--- src/rtl/tdm_mux_pkg.sv ---
package tdm_mux_pkg;

   // bearer select coding, shared by the transmit and receive fields
   typedef enum logic [1:0] {
      BSEL_OFF     = 2'd0,
      BSEL_FIRST   = 2'd1,
      BSEL_SECOND  = 2'd2,
      BSEL_OFF_ALT = 2'd3
   } bsel_e;

   // configuration register image: [4:3] rx select, [2:1] tx select, [0] control enable
   typedef struct packed {
      bsel_e rx_sel;
      bsel_e tx_sel;
      logic  ctrl_en;
   } cfg_t;

   localparam int CFG_W       = $bits(cfg_t);
   localparam int NUM_BEARERS = 2;

   function automatic bsel_e bearer_code(input int idx);
      return (idx == 0) ? BSEL_FIRST : BSEL_SECOND;
   endfunction

endpackage

--- src/rtl/tdm_slot_timer.sv ---
module tdm_slot_timer #(
   parameter int BIT_W     = 8,
   parameter int NUM_SLOTS = 32,
   localparam int BCNT_W   = $clog2(BIT_W),
   localparam int SCNT_W   = $clog2(NUM_SLOTS)
) (
   input  logic              clk,
   input  logic              rst_n,
   input  logic              frm_sync,
   output logic [BCNT_W-1:0] bit_idx,
   output logic [SCNT_W-1:0] slot_idx,
   output logic              synced,
   output logic              slot_last,
   output logic              frame_start
);

   localparam logic [BCNT_W-1:0] LAST_BIT  = BCNT_W'(BIT_W - 1);
   localparam logic [SCNT_W-1:0] LAST_SLOT = SCNT_W'(NUM_SLOTS - 1);

   logic [BCNT_W-1:0] bit_q;
   logic [SCNT_W-1:0] slot_q;
   logic              sync_q;

   // a frame pulse forces the current cell to slot 0 / bit 0
   always_comb begin
      bit_idx     = frm_sync ? '0 : bit_q;
      slot_idx    = frm_sync ? '0 : slot_q;
      synced      = sync_q | frm_sync;
      slot_last   = synced && (bit_idx == LAST_BIT);
      frame_start = synced && (bit_idx == '0) && (slot_idx == '0);
   end

   always_ff @(posedge clk) begin
      if (!rst_n) begin
         bit_q  <= '0;
         slot_q <= '0;
         sync_q <= 1'b0;
      end else begin
         sync_q <= synced;
         if (bit_idx == LAST_BIT) begin
            bit_q  <= '0;
            slot_q <= (slot_idx == LAST_SLOT) ? '0 : slot_idx + SCNT_W'(1);
         end else begin
            bit_q  <= bit_idx + BCNT_W'(1);
            slot_q <= slot_idx;
         end
      end
   end

endmodule

--- src/rtl/tdm_cfg_regs.sv ---
module tdm_cfg_regs
   import tdm_mux_pkg::*;
#(
   parameter int BIT_W     = 8,
   parameter int ADDR_W    = 8,
   parameter int CTRL_ADDR = 5,
   parameter int CFG_ADDR  = 3,
   parameter bit RDATA_REG = 1'b0
) (
   input  logic              clk,
   input  logic              rst_n,
   input  logic              cpu_wr,
   input  logic [ADDR_W-1:0] cpu_addr,
   input  logic [BIT_W-1:0]  cpu_wdata,
   output logic [BIT_W-1:0]  cpu_rdata,
   input  logic              cap_en,
   input  logic [BIT_W-1:0]  cap_data,
   output logic [BIT_W-1:0]  tx_ctrl,
   output cfg_t              cfg
);

   localparam int SRST_BIT = BIT_W - 1;
   localparam logic [ADDR_W-1:0] A_CTRL = ADDR_W'(CTRL_ADDR);
   localparam logic [ADDR_W-1:0] A_CFG  = ADDR_W'(CFG_ADDR);

   logic [BIT_W-1:0] tx_ctrl_q;
   logic [BIT_W-1:0] rx_ctrl_q;
   cfg_t             cfg_q;
   logic [BIT_W-1:0] rd_next;
   logic             wr_ctrl, wr_cfg;

   assign wr_ctrl = cpu_wr && (cpu_addr == A_CTRL);
   assign wr_cfg  = cpu_wr && (cpu_addr == A_CFG);

   always_ff @(posedge clk) begin
      if (!rst_n) begin
         tx_ctrl_q <= '1;
         cfg_q     <= '0;
      end else if (wr_cfg && cpu_wdata[SRST_BIT]) begin
         tx_ctrl_q <= '1;
         cfg_q     <= '0;
      end else if (wr_cfg) begin
         cfg_q <= cfg_t'(cpu_wdata[CFG_W-1:0]);
      end else if (wr_ctrl) begin
         tx_ctrl_q <= cpu_wdata;
      end
   end

   // receive side is loaded every frame, independent of the enable
   always_ff @(posedge clk) begin
      if (!rst_n)      rx_ctrl_q <= '0;
      else if (cap_en) rx_ctrl_q <= cap_data;
   end

   always_comb begin
      rd_next = '0;
      if (cpu_addr == A_CTRL)     rd_next = rx_ctrl_q;
      else if (cpu_addr == A_CFG) rd_next[CFG_W-1:0] = cfg_q;
   end

   generate
      if (RDATA_REG) begin : g_rd_reg
         logic [BIT_W-1:0] rdata_q;
         always_ff @(posedge clk) begin
            if (!rst_n) rdata_q <= '0;
            else        rdata_q <= rd_next;
         end
         assign cpu_rdata = rdata_q;
      end else begin : g_rd_comb
         assign cpu_rdata = rd_next;
      end
   endgenerate

   assign tx_ctrl = tx_ctrl_q;
   assign cfg     = cfg_q;

endmodule

--- src/rtl/tdm_tx_path.sv ---
module tdm_tx_path
   import tdm_mux_pkg::*;
#(
   parameter int BIT_W     = 8,
   parameter int NUM_SLOTS = 32,
   parameter int CTRL_SLOT = 1,
   parameter int B1_SLOT   = 2,
   parameter int B2_SLOT   = 3,
   localparam int BCNT_W   = $clog2(BIT_W),
   localparam int SCNT_W   = $clog2(NUM_SLOTS)
) (
   input  logic              clk,
   input  logic              rst_n,
   input  logic [BCNT_W-1:0] bit_idx,
   input  logic [SCNT_W-1:0] slot_idx,
   input  logic              synced,
   input  logic              frame_start,
   input  logic              ctrl_en,
   input  bsel_e             tx_sel,
   input  logic [BIT_W-1:0]  tx_ctrl,
   input  logic [BIT_W-1:0]  pcm_tx,
   output logic              ser_out,
   output logic              ser_oe
);

   localparam logic [BCNT_W-1:0] MSB_IDX = BCNT_W'(BIT_W - 1);

   logic [BIT_W-1:0]       pcm_hold_q;
   logic [NUM_BEARERS-1:0] b_hit;
   logic                   ctrl_hit;
   logic [BIT_W-1:0]       cur_byte;

   // bearer byte is latched once per frame, at the first cell
   always_ff @(posedge clk) begin
      if (!rst_n)           pcm_hold_q <= '0;
      else if (frame_start) pcm_hold_q <= pcm_tx;
   end

   generate
      for (genvar i = 0; i < NUM_BEARERS; i++) begin : g_bear
         localparam int SLOT_I = (i == 0) ? B1_SLOT : B2_SLOT;
         assign b_hit[i] = (tx_sel == bearer_code(i)) &&
                           (slot_idx == SCNT_W'(SLOT_I));
      end
   endgenerate

   assign ctrl_hit = ctrl_en && (slot_idx == SCNT_W'(CTRL_SLOT));
   assign cur_byte = ctrl_hit ? tx_ctrl : pcm_hold_q;
   assign ser_oe   = synced && (ctrl_hit || (|b_hit));
   assign ser_out  = ser_oe ? cur_byte[MSB_IDX - bit_idx] : 1'b0;

endmodule

--- src/rtl/tdm_rx_path.sv ---
module tdm_rx_path
   import tdm_mux_pkg::*;
#(
   parameter int BIT_W     = 8,
   parameter int NUM_SLOTS = 32,
   parameter int CTRL_SLOT = 1,
   parameter int B1_SLOT   = 2,
   parameter int B2_SLOT   = 3,
   localparam int SCNT_W   = $clog2(NUM_SLOTS)
) (
   input  logic              clk,
   input  logic              rst_n,
   input  logic              ser_in,
   input  logic [SCNT_W-1:0] slot_idx,
   input  logic              slot_last,
   input  bsel_e             rx_sel,
   output logic              ctrl_cap,
   output logic [BIT_W-1:0]  cap_byte,
   output logic [BIT_W-1:0]  pcm_rx,
   output logic              pcm_rx_vld
);

   logic [BIT_W-1:0]       sh_q;
   logic [NUM_BEARERS-1:0] b_hit;
   logic [BIT_W-1:0]       pcm_q;
   logic                   vld_q;

   assign cap_byte = {sh_q[BIT_W-2:0], ser_in};
   assign ctrl_cap = slot_last && (slot_idx == SCNT_W'(CTRL_SLOT));

   generate
      for (genvar i = 0; i < NUM_BEARERS; i++) begin : g_bear
         localparam int SLOT_I = (i == 0) ? B1_SLOT : B2_SLOT;
         assign b_hit[i] = slot_last && (rx_sel == bearer_code(i)) &&
                           (slot_idx == SCNT_W'(SLOT_I));
      end
   endgenerate

   always_ff @(posedge clk) begin
      if (!rst_n) begin
         sh_q  <= '0;
         pcm_q <= '0;
         vld_q <= 1'b0;
      end else begin
         sh_q  <= cap_byte;
         vld_q <= |b_hit;
         if (|b_hit) pcm_q <= cap_byte;
      end
   end

   assign pcm_rx     = pcm_q;
   assign pcm_rx_vld = vld_q;

endmodule

--- src/rtl/tdm_ctl_bearer_mux.sv ---
module tdm_ctl_bearer_mux
   import tdm_mux_pkg::*;
#(
   parameter int BIT_W     = 8,
   parameter int NUM_SLOTS = 32,
   parameter int ADDR_W    = 8,
   parameter int CTRL_ADDR = 5,
   parameter int CFG_ADDR  = 3,
   parameter int CTRL_SLOT = 1,
   parameter int B1_SLOT   = 2,
   parameter int B2_SLOT   = 3,
   parameter bit RDATA_REG = 1'b0
) (
   input  logic              clk,
   input  logic              rst_n,
   input  logic              frm_sync,
   input  logic              ser_in,
   output logic              ser_out,
   output logic              ser_oe,
   input  logic              cpu_wr,
   input  logic [ADDR_W-1:0] cpu_addr,
   input  logic [BIT_W-1:0]  cpu_wdata,
   output logic [BIT_W-1:0]  cpu_rdata,
   input  logic [BIT_W-1:0]  pcm_tx,
   output logic [BIT_W-1:0]  pcm_rx,
   output logic              pcm_rx_vld
);

   localparam int BCNT_W = $clog2(BIT_W);
   localparam int SCNT_W = $clog2(NUM_SLOTS);

   // elaboration-time parameter checks
   if (BIT_W < CFG_W + 2) begin : g_bad_width
      $error("BIT_W too small for configuration field and soft reset bit");
   end
   if (NUM_SLOTS < 4) begin : g_bad_slots
      $error("NUM_SLOTS must be at least 4");
   end
   if (CTRL_SLOT == B1_SLOT || CTRL_SLOT == B2_SLOT || B1_SLOT == B2_SLOT) begin : g_bad_map
      $error("control and bearer timeslots must differ");
   end
   if (CTRL_SLOT >= NUM_SLOTS || B1_SLOT >= NUM_SLOTS || B2_SLOT >= NUM_SLOTS) begin : g_bad_range
      $error("timeslot index out of range");
   end
   if (CTRL_ADDR == CFG_ADDR || CTRL_ADDR >= (1 << ADDR_W) || CFG_ADDR >= (1 << ADDR_W)) begin : g_bad_addr
      $error("register addresses must differ and fit ADDR_W");
   end

   logic [BCNT_W-1:0] bit_idx;
   logic [SCNT_W-1:0] slot_idx;
   logic              synced, slot_last, frame_start;
   logic              ctrl_cap;
   logic [BIT_W-1:0]  cap_byte;
   logic [BIT_W-1:0]  tx_ctrl_q;
   cfg_t              cfg_q;

   tdm_slot_timer #(
      .BIT_W     (BIT_W),
      .NUM_SLOTS (NUM_SLOTS)
   ) u_timer (
      .clk         (clk),
      .rst_n       (rst_n),
      .frm_sync    (frm_sync),
      .bit_idx     (bit_idx),
      .slot_idx    (slot_idx),
      .synced      (synced),
      .slot_last   (slot_last),
      .frame_start (frame_start)
   );

   tdm_cfg_regs #(
      .BIT_W     (BIT_W),
      .ADDR_W    (ADDR_W),
      .CTRL_ADDR (CTRL_ADDR),
      .CFG_ADDR  (CFG_ADDR),
      .RDATA_REG (RDATA_REG)
   ) u_regs (
      .clk       (clk),
      .rst_n     (rst_n),
      .cpu_wr    (cpu_wr),
      .cpu_addr  (cpu_addr),
      .cpu_wdata (cpu_wdata),
      .cpu_rdata (cpu_rdata),
      .cap_en    (ctrl_cap),
      .cap_data  (cap_byte),
      .tx_ctrl   (tx_ctrl_q),
      .cfg       (cfg_q)
   );

   tdm_tx_path #(
      .BIT_W     (BIT_W),
      .NUM_SLOTS (NUM_SLOTS),
      .CTRL_SLOT (CTRL_SLOT),
      .B1_SLOT   (B1_SLOT),
      .B2_SLOT   (B2_SLOT)
   ) u_tx (
      .clk         (clk),
      .rst_n       (rst_n),
      .bit_idx     (bit_idx),
      .slot_idx    (slot_idx),
      .synced      (synced),
      .frame_start (frame_start),
      .ctrl_en     (cfg_q.ctrl_en),
      .tx_sel      (cfg_q.tx_sel),
      .tx_ctrl     (tx_ctrl_q),
      .pcm_tx      (pcm_tx),
      .ser_out     (ser_out),
      .ser_oe      (ser_oe)
   );

   tdm_rx_path #(
      .BIT_W     (BIT_W),
      .NUM_SLOTS (NUM_SLOTS),
      .CTRL_SLOT (CTRL_SLOT),
      .B1_SLOT   (B1_SLOT),
      .B2_SLOT   (B2_SLOT)
   ) u_rx (
      .clk        (clk),
      .rst_n      (rst_n),
      .ser_in     (ser_in),
      .slot_idx   (slot_idx),
      .slot_last  (slot_last),
      .rx_sel     (cfg_q.rx_sel),
      .ctrl_cap   (ctrl_cap),
      .cap_byte   (cap_byte),
      .pcm_rx     (pcm_rx),
      .pcm_rx_vld (pcm_rx_vld)
   );

endmodule

--- config.mk ---
export PLATFORM = sky130hd
export DESIGN_NAME = tdm_ctl_bearer_mux
export DESIGN_NICKNAME = d
export VERILOG_FILES = /design/src/rtl/tdm_mux_pkg.sv /design/src/rtl/tdm_slot_timer.sv /design/src/rtl/tdm_cfg_regs.sv /design/src/rtl/tdm_tx_path.sv /design/src/rtl/tdm_rx_path.sv /design/src/rtl/tdm_ctl_bearer_mux.sv
export SDC_FILE = /design/constraint.sdc
export NUM_CORES = 1
export LEC_CHECK = 0
export BUFFER_PORTS_ARGS = -buffer_cell sky130_fd_sc_hd__buf_2
export CAP_MARGIN = 20
export CELL_PAD_IN_SITES_DETAIL_PLACEMENT = 1
export CELL_PAD_IN_SITES_GLOBAL_PLACEMENT = 1
export CORE_MARGIN = 2
export CORE_UTILIZATION = 41
export CTS_CLUSTER_SIZE = 25
export DETAILED_ROUTE_END_ITERATION = 12
export PLACE_DENSITY_LB_ADDON = 0.05
export SLEW_MARGIN = 20
export SYNTH_ARGS = -nofsm -noshare
export SYNTH_HDL_FRONTEND = slang
export SYNTH_SLANG_ARGS = --single-unit
export TNS_END_PERCENT = 10
--- constraint.sdc ---
create_clock -name clk -period 2.01 [get_ports clk]
set_input_delay 0.402 -clock clk [delete_from_list [all_inputs] [get_ports clk]]
set_output_delay 0.402 -clock clk [all_outputs]
set_load 0.05 [all_outputs]
Word level (Yosys, flattened, before mapping)
Index checks and enable logic that the tools add are counted.
{"block": "totals", "regBits": 54, "in_bits": 29, "elab_cells": 64}
{"block": "classes", "add_sub_neg": 3, "magnitude_cmp": 1, "eq_ne": 11, "muxes": 11, "bitwise": 3, "reduce_logical": 23}
{"operator": "5-bit 2-to-1 mux", "n": 5}
{"operator": "1-bit logical AND", "n": 15}
{"operator": "5-bit by 2-bit equality test with 1-bit output (second input constant)", "n": 2}
{"operator": "8-bit by 2-bit equality test with 1-bit output (second input constant)", "n": 1}
{"operator": "8-bit by 3-bit equality test with 1-bit output (second input constant)", "n": 1}
{"operator": "8-bit 2-to-1 mux", "n": 1}
{"operator": "2-bit OR reduction", "n": 4}
{"operator": "3-bit 2-to-1 mux", "n": 2}
{"operator": "5-bit by 1-bit adder with 5-bit output (second input constant)", "n": 1}
{"operator": "5-bit by 1-bit equality test with 1-bit output (second input constant)", "n": 1}
{"operator": "5-bit equality test (second input constant)", "n": 1}
{"operator": "5-bit zero test", "n": 1}
{"operator": "2-bit by 1-bit equality test with 1-bit output (second input constant)", "n": 2}
{"operator": "2-bit equality test (second input constant)", "n": 2}
{"operator": "3-bit by 4-bit < comparator with 1-bit output (second input constant)", "n": 1}
{"operator": "3-bit by 1-bit adder with 3-bit output (second input constant)", "n": 1}
{"operator": "1-bit binary-select mux with 3-bit select", "n": 1}
{"operator": "3-bit equality test (second input constant)", "n": 1}
{"operator": "3-bit zero test", "n": 1}
{"operator": "3-bit subtractor (first input constant)", "n": 1}
{"operator": "1-bit 2-to-1 mux", "n": 2}
{"operator": "1-bit NOT", "n": 2}
{"operator": "2-bit AND reduction", "n": 1}
{"operator": "1-bit logical OR", "n": 1}
{"operator": "1-bit bitwise OR", "n": 1}

Depth between registers and ports, before layout
{"block": "logic_depth", "word_depth": 7, "depth_mapped": 9, "mapped_depth_nobuf": 7}

Cells and area by module
Synthesis repeated with hierarchy kept, for this count alone.
{"block": "unflattened", "hier_cells": 262, "hier_area_um2": 2565.0}
{"mod": "tdm_cfg_regs", "n_inst": 1, "cells_each": 109, "area_each_um2": 1017.2, "seq_area_each_um2": 420.4}
{"mod": "tdm_rx_path", "n_inst": 1, "cells_each": 58, "area_each_um2": 570.5, "seq_area_each_um2": 320.3}
{"mod": "tdm_tx_path", "n_inst": 1, "cells_each": 41, "area_each_um2": 493.0, "seq_area_each_um2": 160.2}
{"mod": "tdm_slot_timer", "n_inst": 1, "cells_each": 54, "area_each_um2": 484.2, "seq_area_each_um2": 180.2}

Worst setup path after synthesis
OpenSTA, ideal clock, no wires.
{"block": "synth_timing", "path_type": "input -> output", "startpoint": "input frm_sync", "endpoint": "output ser_out", "t_arrival_ps": 1743, "required_ps": 1608, "setup_slack_ps": -135, "path_stages": 5, "path_buffers": 1, "path_cell_list": "clkbuf_8 nor2_1 mux4_2 nand2_1 o211a_1"}
{"block": "synth_via", "elab_chain_cells": 7, "word_cells_on_any_way": 17, "cone_classes": "1 x add/sub; 3 x eq/ne; 6 x mux; 1 x bitwise; 6 x reduce/logical"}
{"element": "from (decl)", "line": "tdm_ctl_bearer_mux.sv:16", "rtl": "input logic frm_sync,"}
{"element": "5-bit 2-to-1 mux", "line": "tdm_slot_timer.sv:27", "rtl": "slot_idx = frm_sync ? '0 : slot_q;"}
{"element": "5-bit by 1-bit equality test with 1-bit output or 5-bit by 2-bit equality test with 1-bit output (tied branches)", "line": "tdm_tx_path.sv:47, tdm_tx_path.sv:43"}
{"element": "1-bit logical AND, on equally long branches", "line": "tdm_tx_path.sv:47, tdm_tx_path.sv:42"}
{"element": "8-bit 2-to-1 mux or 2-bit OR reduction (tied branches)", "line": "tdm_tx_path.sv:48, tdm_tx_path.sv:49"}
{"element": "1-bit binary-select mux with 3-bit select or 1-bit logical OR (tied branches)", "line": "tdm_tx_path.sv:50, tdm_tx_path.sv:49"}
{"element": "1-bit 2-to-1 mux (implied by the code) or 1-bit logical AND (tied branches)", "line": "tdm_tx_path.sv:50, tdm_tx_path.sv:49"}
{"element": "1-bit 2-to-1 mux (*)", "line": "tdm_tx_path.sv:50", "rtl": "assign ser_out = ser_oe ? cur_byte[MSB_IDX - bit_idx] : 1'b0;"}
{"element": "to (decl)", "line": "tdm_ctl_bearer_mux.sv:18", "rtl": "output logic ser_out,"}
Mark *: on every way between the ends. The rest lies on a longest branch, timed or not. The select of a mux whose other input is x is not followed.

Worst setup path in the final report
{"block": "layout_timing", "startpoint": "register u_timer.bit_q[0]", "endpoint": "output ser_out"}
{"block": "layout_via", "elab_chain_cells": 5}
{"element": "from (decl)", "line": "tdm_slot_timer.sv:20", "rtl": "logic [BCNT_W-1:0] bit_q;"}
{"element": "from (signal assigned)", "line": "tdm_slot_timer.sv:44", "rtl": "bit_q <= bit_idx + BCNT_W'(1);"}
{"element": "3-bit 2-to-1 mux", "line": "tdm_slot_timer.sv:26", "rtl": "bit_idx = frm_sync ? '0 : bit_q;"}
{"element": "3-bit subtractor", "line": "tdm_tx_path.sv:50"}
{"element": "1-bit binary-select mux with 3-bit select", "line": "tdm_tx_path.sv:50"}
{"element": "1-bit 2-to-1 mux (implied by the code)", "line": "tdm_tx_path.sv:50"}
{"element": "1-bit 2-to-1 mux", "line": "tdm_tx_path.sv:50"}
Every way passes these cells. The select of a mux whose other input is x is not followed.

==> results by group <==
Clock network
  – CTS buffer count: 5
  – Clock transition at path regs: 0.10 ns
  – CTS root buffer: clkbuf_8
  – TritonCTS Sinks: 54
  – Maximum buffer depth of the clock tree: 2
  – CTS hold repair buffers: 0
  – TritonCTS clock tree: built
  – Worst-Skew Late Latency: 0.30 ns
  – Htree depth: 2

Logic synthesis
  – Cell area after synthesis: 2330 µm²
  – Mean post-synth cell area: 9.65 µm²
  – #FFs+latches synth: 54
  – Synth unique cells: 41
  – Syn. warnings: 0
  – FFs w/ async S/R, synth: 0
  – Synth Instances: 241
  – Post-synth EDFFs: 0
  – Post-synth top flop: dfxtp_1
  – Mapped Nets: 275
  – Sequential area share after synthesis: 0.465

GRT
  – Total congestion overflow: 0
  – Vias in the first global route: 2046
  – First-pass GRT wire length: 9900 µm
  – GRT Util Overall: 0.200
  – Initial antenna violation count: 0
  – Largest net degree at the start of global routing: 27

Worst setup path
  – CP Capture Point: ser_out
  – Crit path depth: 6
  – R2R Path Start: u_timer.bit_q[0]$_SDFF_PP0_
  – Worst-path maximum fanout: 5
  – Critical path, cell by cell: nor2b_4 > inv_4 > mux4_2 > mux2_4 > o211a_4 > buf_8
  – Reg-to-reg endpoint: u_regs.rx_ctrl_q[1]$_SDFFE_PN0P_
  – Setup slack, reg-to-reg: 0.14 ns
  – Worst path max stage delay: 0.50 ns
  – CP required: 1.61 ns
  – Worst path top cell family by delay: multiplexers
  – Crit path DAT: 1.99 ns
  – CP endpoint kind: output pin
  – R2R cell count: 9
  – Critical path startpoint: u_timer.bit_q[0]$_SDFF_PP0_
  – Worst Path Buf+Inv: 2
  – Critical path startpoint category: flip-flop
  – Crit path max-delay cell type: mux4_2
  – WS Path Type: reg2out

Outcome
  – Violated checks: negative setup slack
  – Status: finished with violations

Detailed routing
  – Post-detailed-route via-to-cell ratio: 5.08
  – # DRC: 0
  – First drt pass iteration count: 4
  – DR vias: 1951
  – Remaining antenna violation count after routing: 0
  – Routed WL: 5820 µm
  – Routed len/inst: 15.2 µm
  – Initial DRC Count: 38

STA
  – Slew margin rel.: 0.637
  – Fmax: 419 MHz
  – # setup viols final: 1
  – Final hold violation count: 0
  – Final min period: 2.39 ns
  – Worst Tran Pin Value: 0.543 ns
  – Setup TNS after final layout: -0.378 ns
  – Ratio of final minimum period to clock period: 1.19
  – Fin worst setup slack: -0.378 ns
  – Max-slew violation count: 0
  – Clock skew: 0.00372 ns
  – RSZ-0062 raised after global routing: true

Die
  – Die footprint: 6290 µm²
  – Number of cell rows: 27
  – Die Wd: 79.3 µm
  – Starting Density: 0.422
  – Num ports: 48
  – Core area: 5510 µm²
  – Die Ht: 79.3 µm

Placed design
  – Placed insts: 373
  – Worst slack at placement: -0.354 ns
  – Port Buffers: 47
  – GPL Wtd Cong: 0.781
  – Post-DP HPWL: 4360 µm

Cells and area
  – Number of antenna diodes: 0
  – Area Growth Syn to Fin: 27.1%
  – Number of fill cells: 664
  – Most frequent cells in the layout: 51 x dfxtp_1, 44 x buf_2, 38 x nor2_1, 33 x mux2i_1, 24 x buf_4
  – Nets@finish: 345
  – Commonest non-fill, non-tap cell in the layout: dfxtp_1
  – Final non-filler cell total: 384
  – Share of cells above drive strength 1: 0.324

Power
  – Static leakage power: 1.46 nW
  – Pwr Density: 630 nW/µm²
  – Max IR drop VDD: 0.360 mV

Min path
  – Hold/Removal Path Class: in2reg
  – Hold Startpoint: cpu_wdata[6]

Run
  – Max Cap Viol: 0
## power by group
part	total (mW)	internal [mW]	switching (mW)
clock	0.610	0.246	0.364
combinational	0.152	0.0732	0.0784
sequential	1.10	1.09	0.0115
## tightest hold or removal path: stages
cell and delay, ns:
buf_2 0.07, mux2i_1 0.05, nand2_1 0.05
## worst min path at each step
| stage | endpoint | slack (ns) | cells after the start |
|---|---|---|---|
| floorplan | u_regs.tx_ctrl[1]$_SDFFE_PP1P_ | 0.44 | 2 |
| global placement | u_regs.tx_ctrl[4]$_SDFFE_PP1P_ | 0.47 | 2 |
| detailed placement | u_regs.tx_ctrl[0]$_SDFFE_PP1P_ | 0.48 | 2 |
| CTS | u_regs.tx_ctrl[6]$_SDFFE_PP1P_ | 0.30 | 3 |
| global route | u_regs.tx_ctrl[1]$_SDFFE_PP1P_ | 0.33 | 3 |
| finish | u_regs.tx_ctrl[6]$_SDFFE_PP1P_ | 0.30 | 3 |
## cell usage after synthesis (3+ instances only)
cell      instances  area, µm²
nor3_1            3       15.0
nand2b_1          4       25.0
mux2i_1          33        330
a21oi_1          11       55.1
dfxtp_1          54       1080
nand3b_1          3       22.5
nor2b_1           4       25.0
a22oi_1           5       37.5
inv_1             3       11.3
and3_1            3       18.8
buf_2             3       15.0
nor2_1           38        143
clkbuf_1          6       22.5
ha_1              5       62.6
o21ai_0           9       45.0
and2_1            7       43.8
nand2_1          22       82.6
## logic make-up after synthesis
logic type                 after synthesis  synth area share
and+or+nand+nor                         96             0.208
DFF                                     54             0.465
muxes                                   37             0.179
AOI/OAI and AO/OA                       33            0.0861
buffers and inverters                   15            0.0312
adders and majority gates                5            0.0269
xor gates and xnor gates                 1           0.00377
## metrics by stage
step	instance area [µm²]	total power, mW	hold WS, ns	utilization
floorplan	2330	1.20	0.436	-
global placement	2790	1.26	0.467	0.507
detailed placement	2790	1.27	0.478	0.507
CTS	2930	1.89	0.300	0.532
global route	2960	1.94	0.331	0.537
finish	2960	1.86	0.304	0.537
## repair_timing
| action | 4_1_cts | 5_1_grt |
|---|---|---|
| endpoints found under the setup margin | 3 | 15 |
| gates cloned | 0 | 0 |
| buffers inserted | 3 | 0 |
| pin swaps | 1 | 1 |
| resized for setup | 12 | 8 |
## state kept, by name, summed over array words and instances (netlist names)
register          flops
u_timer.slot_q        5
u_tx.pcm_hold_q       8
u_timer.sync_q        1
u_rx.pcm_rx_vld       1
u_regs.cfg            5
u_regs.rx_ctrl_q      8
u_regs.tx_ctrl        8
u_rx.pcm_rx           8
u_timer.bit_q         3
u_rx.sh_q             7
## layout make-up
type | count | area [µm²] | share of cell area
Multi-Input combinational cell | 172 | 1200 | 0.407
Sequential cell | 54 | 1080 | 0.367
Timing Repair Buffer | 73 | 465 | 0.157
Tap cell | 72 | 90.1 | 0.0305
Clock buffer | 5 | 68.8 | 0.0233
Clock inverter | 3 | 21.3 | 0.00720
Inverter | 5 | 21.3 | 0.00720
## per-layer routing
| layer | track usage | wire length [µm] |
|---|---|---|
| met1 | 0.275 | 2780 |
| met2 | 0.327 | 2780 |
| met3 | 0.0284 | 167 |
| met4 | 0.0621 | 89 |
| met5 | 0 | 0 |
Power figures use the tool's default switching activity.
